## config.mk

```make
export PLATFORM = sky130hd
export DESIGN_NAME = cmdq_pacer
export DESIGN_NICKNAME = d
export VERILOG_FILES = /design/src/rtl/cmdq_pkg.sv /design/src/rtl/cmdq_ring.sv /design/src/rtl/cmdq_gap.sv /design/src/rtl/cmdq_hold.sv /design/src/rtl/cmdq_pacer.sv
export SDC_FILE = /design/constraint.sdc
export NUM_CORES = 1
export LEC_CHECK = 0
export BUFFER_PORTS_ARGS = -buffer_cell sky130_fd_sc_hd__buf_2
export CORE_UTILIZATION = 59
export DETAILED_ROUTE_END_ITERATION = 7
export MAX_ROUTING_LAYER = met4
export PLACE_DENSITY_LB_ADDON = 0.2
export SETUP_SLACK_MARGIN = 0.4
export SYNTH_ARGS = -nofsm -noshare
export SYNTH_HDL_FRONTEND = slang
export SYNTH_SLANG_ARGS = --single-unit
```

## constraint.sdc

```tcl
create_clock -name clk -period 4.1 [get_ports clk]
set_clock_uncertainty 0.05 [all_clocks]
set_input_delay 0.615 -clock clk [delete_from_list [all_inputs] [get_ports clk]]
set_output_delay 0.615 -clock clk [all_outputs]
set_load 0.01 [all_outputs]
```

## src/rtl/cmdq_pkg.sv

```systemverilog
package cmdq_pkg;
  // Spacing that gives 80% of the nominal rate, rounded up.
  function automatic int slow_gap(input int nom);
    return (nom * 5 + 3) / 4;
  endfunction
endpackage

```

## src/rtl/cmdq_ring.sv

```systemverilog
module cmdq_ring #(
  parameter int DATA_W = 8,
  parameter int DEPTH  = 8,
  localparam int PTR_W = $clog2(DEPTH),
  localparam int OCC_W = $clog2(DEPTH + 1)
) (
  input  logic              clk,
  input  logic              rst,
  input  logic              push_i,
  input  logic [DATA_W-1:0] data_i,
  input  logic              pop_i,
  output logic [DATA_W-1:0] data_o,
  output logic [OCC_W-1:0]  count_o,
  output logic              drop_o
);
  logic [DATA_W-1:0] mem [DEPTH];
  logic [PTR_W-1:0]  wr_q, rd_q;
  logic [OCC_W-1:0]  count_q;
  logic              full;

  assign full    = (count_q == OCC_W'(DEPTH));
  assign drop_o  = push_i && full && !pop_i;
  assign count_o = count_q;

  // storage: write port and registered read port, no reset
  always_ff @(posedge clk) begin
    if (push_i) mem[wr_q] <= data_i;
    if (pop_i)  data_o    <= mem[rd_q];
  end

  always_ff @(posedge clk) begin
    if (rst) begin
      wr_q    <= '0;
      rd_q    <= '0;
      count_q <= '0;
    end else begin
      if (push_i)          wr_q <= wr_q + 1'b1;
      if (pop_i || drop_o) rd_q <= rd_q + 1'b1;
      if (push_i && !pop_i && !full) count_q <= count_q + 1'b1;
      else if (pop_i && !push_i)     count_q <= count_q - 1'b1;
    end
  end


  never_pop_empty_chk: assert property (@(posedge clk) disable iff (rst)
    pop_i |-> (count_q != '0));

  drop_keeps_full_chk: assert property (@(posedge clk) disable iff (rst)
    drop_o |=> (count_q == OCC_W'(DEPTH)));

  swap_keeps_full_chk: assert property (@(posedge clk) disable iff (rst)
    (push_i && pop_i && full) |=> (count_q == OCC_W'(DEPTH)));
endmodule

```

## src/rtl/cmdq_gap.sv

```systemverilog
module cmdq_gap #(
  parameter int NOM_GAP = 8,
  localparam int SLOW_GAP = cmdq_pkg::slow_gap(NOM_GAP),
  localparam int GW = $clog2(SLOW_GAP + 1)
) (
  input  logic clk,
  input  logic rst,
  input  logic throttle_i,
  input  logic pop_i,
  output logic ready_o
);
  logic [GW-1:0] gap_q;
  logic [GW-1:0] limit;

  always_ff @(posedge clk) begin
    if (rst)                          gap_q <= GW'(SLOW_GAP);
    else if (pop_i)                   gap_q <= '0;
    else if (gap_q != GW'(SLOW_GAP))  gap_q <= gap_q + 1'b1;
  end

  assign limit   = throttle_i ? GW'(SLOW_GAP - 1) : GW'(NOM_GAP - 1);
  assign ready_o = (gap_q >= limit);


  no_back_to_back_chk: assert property (@(posedge clk) disable iff (rst)
    pop_i |=> !ready_o);
endmodule

```

## src/rtl/cmdq_hold.sv

```systemverilog
module cmdq_hold #(
  parameter int HOLD_CYCLES = 64,
  localparam int HW = $clog2(HOLD_CYCLES + 1)
) (
  input  logic clk,
  input  logic rst,
  input  logic event_i,
  output logic active_o
);
  logic [HW-1:0] hold_q;

  always_ff @(posedge clk) begin
    if (rst)                 hold_q <= '0;
    else if (event_i)        hold_q <= HW'(HOLD_CYCLES);
    else if (hold_q != '0)   hold_q <= hold_q - 1'b1;
  end

  assign active_o = (hold_q != '0);


  event_arms_chk: assert property (@(posedge clk) disable iff (rst)
    event_i |=> active_o);

  event_rearms_chk: assert property (@(posedge clk) disable iff (rst)
    event_i |=> (hold_q == HW'(HOLD_CYCLES)));
endmodule

```

## src/rtl/cmdq_pacer.sv

```systemverilog
module cmdq_pacer #(
  parameter int DATA_W      = 8,
  parameter int DEPTH       = 8,
  parameter int NOM_GAP     = 8,
  parameter int HOLD_CYCLES = 64,
  parameter int DROP_W      = 8,
  localparam int OCC_W      = $clog2(DEPTH + 1),
  localparam int SLOW_GAP   = cmdq_pkg::slow_gap(NOM_GAP),
  localparam int SW         = $clog2(SLOW_GAP + 1)
) (
  input  logic              clk,
  input  logic              rst,
  input  logic              cmd_valid,
  input  logic [DATA_W-1:0] cmd_data,
  input  logic              ovf_evt,
  input  logic              degraded_in,
  output logic              out_valid,
  output logic [DATA_W-1:0] out_data,
  output logic [OCC_W-1:0]  occupancy,
  output logic              drop_strobe,
  output logic [DROP_W-1:0] drop_count,
  output logic              throttled
);
  logic gap_ready, pop, drop;

  assign pop = (occupancy != '0) && !degraded_in && gap_ready;

  cmdq_ring #(.DATA_W(DATA_W), .DEPTH(DEPTH)) ring_i (
    .clk(clk), .rst(rst), .push_i(cmd_valid), .data_i(cmd_data),
    .pop_i(pop), .data_o(out_data), .count_o(occupancy), .drop_o(drop));

  cmdq_hold #(.HOLD_CYCLES(HOLD_CYCLES)) hold_i (
    .clk(clk), .rst(rst), .event_i(ovf_evt), .active_o(throttled));

  cmdq_gap #(.NOM_GAP(NOM_GAP)) gap_i (
    .clk(clk), .rst(rst), .throttle_i(throttled), .pop_i(pop),
    .ready_o(gap_ready));

  always_ff @(posedge clk) begin
    if (rst) begin
      out_valid   <= 1'b0;
      drop_strobe <= 1'b0;
      drop_count  <= '0;
    end else begin
      out_valid   <= pop;
      drop_strobe <= drop;
      if (drop) drop_count <= drop_count + 1'b1;
    end
  end

  // independent spacing observer for the output pulses
  logic [SW-1:0] since_q;
  always_ff @(posedge clk) begin
    if (rst)                          since_q <= SW'(SLOW_GAP);
    else if (out_valid)               since_q <= SW'(1);
    else if (since_q != SW'(SLOW_GAP)) since_q <= since_q + 1'b1;
  end


  out_spacing_chk: assert property (@(posedge clk) disable iff (rst)
    out_valid |-> (since_q >= SW'(NOM_GAP)));

  degraded_stall_chk: assert property (@(posedge clk) disable iff (rst)
    degraded_in |=> !out_valid);

  drop_tally_chk: assert property (@(posedge clk) disable iff (rst)
    drop_strobe |-> (drop_count == DROP_W'($past(drop_count) + 1'b1)));
endmodule

```

==> metrics.md <==
| Metric | Value |
|---|---|
| Final slew viol count | `0` |
| Worst Setup Path Type | `flip-flop to flip-flop` |
| CTS tree | `yes` |
| Worst vdd rail ir drop | `0.306 mV` |
| Pin count of the biggest net entering global routing | `28` |
| Vias per cell | `5.60` |
| Internal | `0.00199 W` |
| Reg-to-Reg End | `ring_i.count_o[3]$_SDFFE_PP0P_` |
| Die X | `87.2 um` |
| Sequential share of the synthesized area | `0.650` |
| Row count | `30` |
| Post-synth top area cell | `edfxtp_1` |
| Worst r2r path cells | `15` |
| Post-synth net total | `304` |
| Beginning of the worst hold path | `ovf_evt` |
| WHS Path Cells | `2` |
| Clk slew on worst S/H paths | `0.10 ns` |
| Pre-antenna DRT Iters | `4` |
| Synthesized flop and latch total | `103` |
| RSZ-0062 raised after global routing | `no` |
| Hold endpoint | `hold_i.hold_q[0]$_SDFFE_PP0P_` |
| Arrival time of the worst setup path | `3.66 ns` |
| Seq pwr share | `0.468` |
| Max Fclk | `289 MHz` |
| Hold Crit Class | `primary input to flip-flop` |
| CTS HTree Levels | `3` |
| Worst Tran Pin Value | `1.00 ns` |
| First-pass GRT wire length | `11500 um` |
| Synth top area cells | `edfxtp_1, dfxtp_1, mux4_2` |
| Most common cell after layout, fill and taps aside | `edfxtp_1` |
| Syn avg cell area | `15.1 um2` |
| Register-to-register setup slack | `0.64 ns` |
| Pwr dens | `610 nW/um2` |
| Net Sw Power | `0.000911 W` |
| Tcrit/Tclk final | `0.844` |
| Gate Count Post-Synth | `283` |
| Total CTS buffers | `9` |
| Global-route usage over all layers | `0.220` |
| Max Buffers Root-to-Sink | `2` |
| CP Launch Type | `flip-flop` |
| Drt drc | `0` |
| Crit. End Element | `flip-flop` |
| CP required | `4.30 ns` |
| Initial antenna violation count | `0` |
| Share of layout cells above drive strength 1 | `0.286` |
| R2R Path Start | `hold_i.hold_q[0]$_SDFFE_PP0P_` |
| Area Overhead vs Synth | `11.3%` |
| Comb power frac | `0.297` |
| Switch share | `0.314` |
| Clock Latency Late Sink | `0.36 ns` |
| Period minus WS final | `3.46 ns` |
| Post-synth top area share | `0.505` |
| Status | `complete, no violations` |
| Final ANT Viol Nets | `0` |
| Vias in the first global route | `2301` |
| Routed wire length | `7060 um` |
| Final Setup Violations | `0` |
| Critical Path Fanout Max | `6` |
| Initial drt markers | `144` |
| PnR Total Power | `0.00291 W` |
| Final hold violations | `0` |
| Synth unique cells | `47` |
| HPWL after DPL | `4610 um` |
| Post-Syn Area | `4280 um2` |
| Setup TNS | `0 ns` |
| CTS Sinks | `103` |
| Core area | `6910 um2` |
| Post-DP Area | `4530 um2` |
| Port Buf Inserts | `35` |
| P_leak | `1.67 nW` |
| Starting density of the core | `0.620` |
| Die ar. | `7600 um2` |
| Total vias in the final route | `2378` |
| Die Ht | `87.2 um` |
| Root Driver | `clkbuf_8` |
| DR WL/cell | `16.6 um` |
| Diodes inserted | `0` |
| Yosys warnings | `0` |
| # hold bufs at CTS | `0` |
| Commonest non-fill, non-tap cells in the layout | `edfxtp_1, buf_2, nor2_1` |
| Grt ovf | `0` |
| # nets final | `345` |
| Gpl congestion | `0.753` |
| Fin area | `4760 um2` |
| Max-capacitance violation count | `0` |
| Fillers | `511` |
| IO Pins | `36` |
| Relative max-transition margin | `0.328` |
| Clk pwr share | `0.235` |
-- worst max-delay path, stage by stage (launching register included) --
cell and delay (ns):
dfxtp_1 0.35, inv_1 0.07, ha_2 0.20, nor4b_4 0.34, nand2_1 0.11, ha_1 0.28
a21o_1 0.19, o21ai_1 0.15, nand3_2 0.10, a221o_2 0.39, ha_1 0.28, a21o_2 0.20
a21o_1 0.20, nor2_1 0.09, nand3_1 0.11, a32o_1 0.24
-- how the worst max path moves through the flow --
stage / slack, ns / end / cells past startpoint / start
floorplan: 0.82 / ring_i.count_o[3]$_SDFFE_PP0P_ / 15 / hold_i.hold_q[0]$_SDFFE_PP0P_
global placement: 0.76 / ring_i.count_o[3]$_SDFFE_PP0P_ / 15 / hold_i.hold_q[0]$_SDFFE_PP0P_
finish: 0.64 / ring_i.count_o[3]$_SDFFE_PP0P_ / 15 / hold_i.hold_q[0]$_SDFFE_PP0P_
CTS: 0.54 / ring_i.count_o[3]$_SDFFE_PP0P_ / 15 / hold_i.hold_q[0]$_SDFFE_PP0P_
detailed placement: 0.57 / ring_i.count_o[3]$_SDFFE_PP0P_ / 15 / hold_i.hold_q[0]$_SDFFE_PP0P_
global route: 0.42 / ring_i.count_o[3]$_SDFFE_PP0P_ / 15 / hold_i.hold_q[0]$_SDFFE_PP0P_
-- timing repair --
action                                  CTS  global route
resized for setup                         0             1
buffers inserted                          0             1
endpoints found under the setup margin    0             1
endpoints found under the hold margin     0             0
-- per-stage QoR --
| step | setup WS, ns | std cells | utilization | hold WS, ns |
|---|---|---|---|---|
| 3_5_place_dp | 0.574 | 408 | 0.657 | 0.441 |
| 6_report | 0.639 | 425 | 0.690 | 0.401 |
| 3_3_place_gp | 0.763 | 408 | 0.657 | 0.428 |
| 4_1_cts | 0.541 | 424 | 0.688 | 0.381 |
| 5_1_grt | 0.421 | 425 | 0.690 | 0.382 |
| 2_1_floorplan | 0.820 | 283 | - | 0.402 |
-- power by group through the flow --
stage,clock network (W),logic (W),registers [W]
floorplan,0,0.000705,0.00136
global placement,0,0.000834,0.00138
detailed placement,0,0.000857,0.00138
CTS,0.000702,0.000861,0.00136
global route,0.000739,0.000956,0.00138
finish,0.000684,0.000863,0.00136
-- logic make-up after synthesis --
| group | Yosys count | synth area share |
|---|---|---|
| DFF | 103 | 0.650 |
| and+or+nand+nor | 79 | 0.0950 |
| AOI/OAI and AO/OA | 29 | 0.0564 |
| muxes | 26 | 0.110 |
| buffers and inverters | 20 | 0.0266 |
| xor gates and xnor gates | 18 | 0.0368 |
| adders and majority gates | 8 | 0.0251 |
-- metal layers --
| metal | GRT usage | vias up | wire (um) |
|---|---|---|---|
| met2 | 0.334 | 43 | 3570 |
| li1 | - | 1142 | - |
| met3 | 0.0626 | 5 | 249 |
| met5 | - | - | 0 |
| met4 | 0.0686 | 0 | 62 |
| met1 | 0.292 | 1188 | 3180 |
-- registers in the layout, summed over array words and instances (netlist names) --
signal,flops
drop_count,8
drop_strobe,1
gap_i.gap_q,4
hold_i.hold_q,7
out_valid,1
ring_i.count_o,4
ring_i.data_o,8
ring_i.mem,64
ring_i.rd_q,3
ring_i.wr_q,3
-- cell type report --
type | count | area [um2] | area share
clock inverters | 6 | 92.6 | 0.0194
flip-flops and latches | 103 | 2780 | 0.584
repair buffers | 41 | 220 | 0.0462
well taps | 96 | 120 | 0.0252
clock buffers | 10 | 128 | 0.0268
multi-input cells | 160 | 1390 | 0.291
inverters | 9 | 35.0 | 0.00735
-- synth_stat cells, drive strengths merged --
cell and instances:
o31a 1, or2b 1, nor4b 1, buf 8, and3b 1, mux2i 2
nand2b 3, a21oi 6, edfxtp 72, nand2 14, a2111oi 3, and2 2
xnor2 12, o21ai 7, clkinv 1, dfxtp 31, nand4 5, clkbuf 3
or3 2, a211oi 5, a21o 4, nor3 7, nor2 33, mux2 8
fa 1, mux4 16, nor4 1, xor2 6, a221o 1, a32o 1
ha 7, nor2b 1, inv 8, a21boi 1, nand3 8
(Power assumes the default switching activity.)
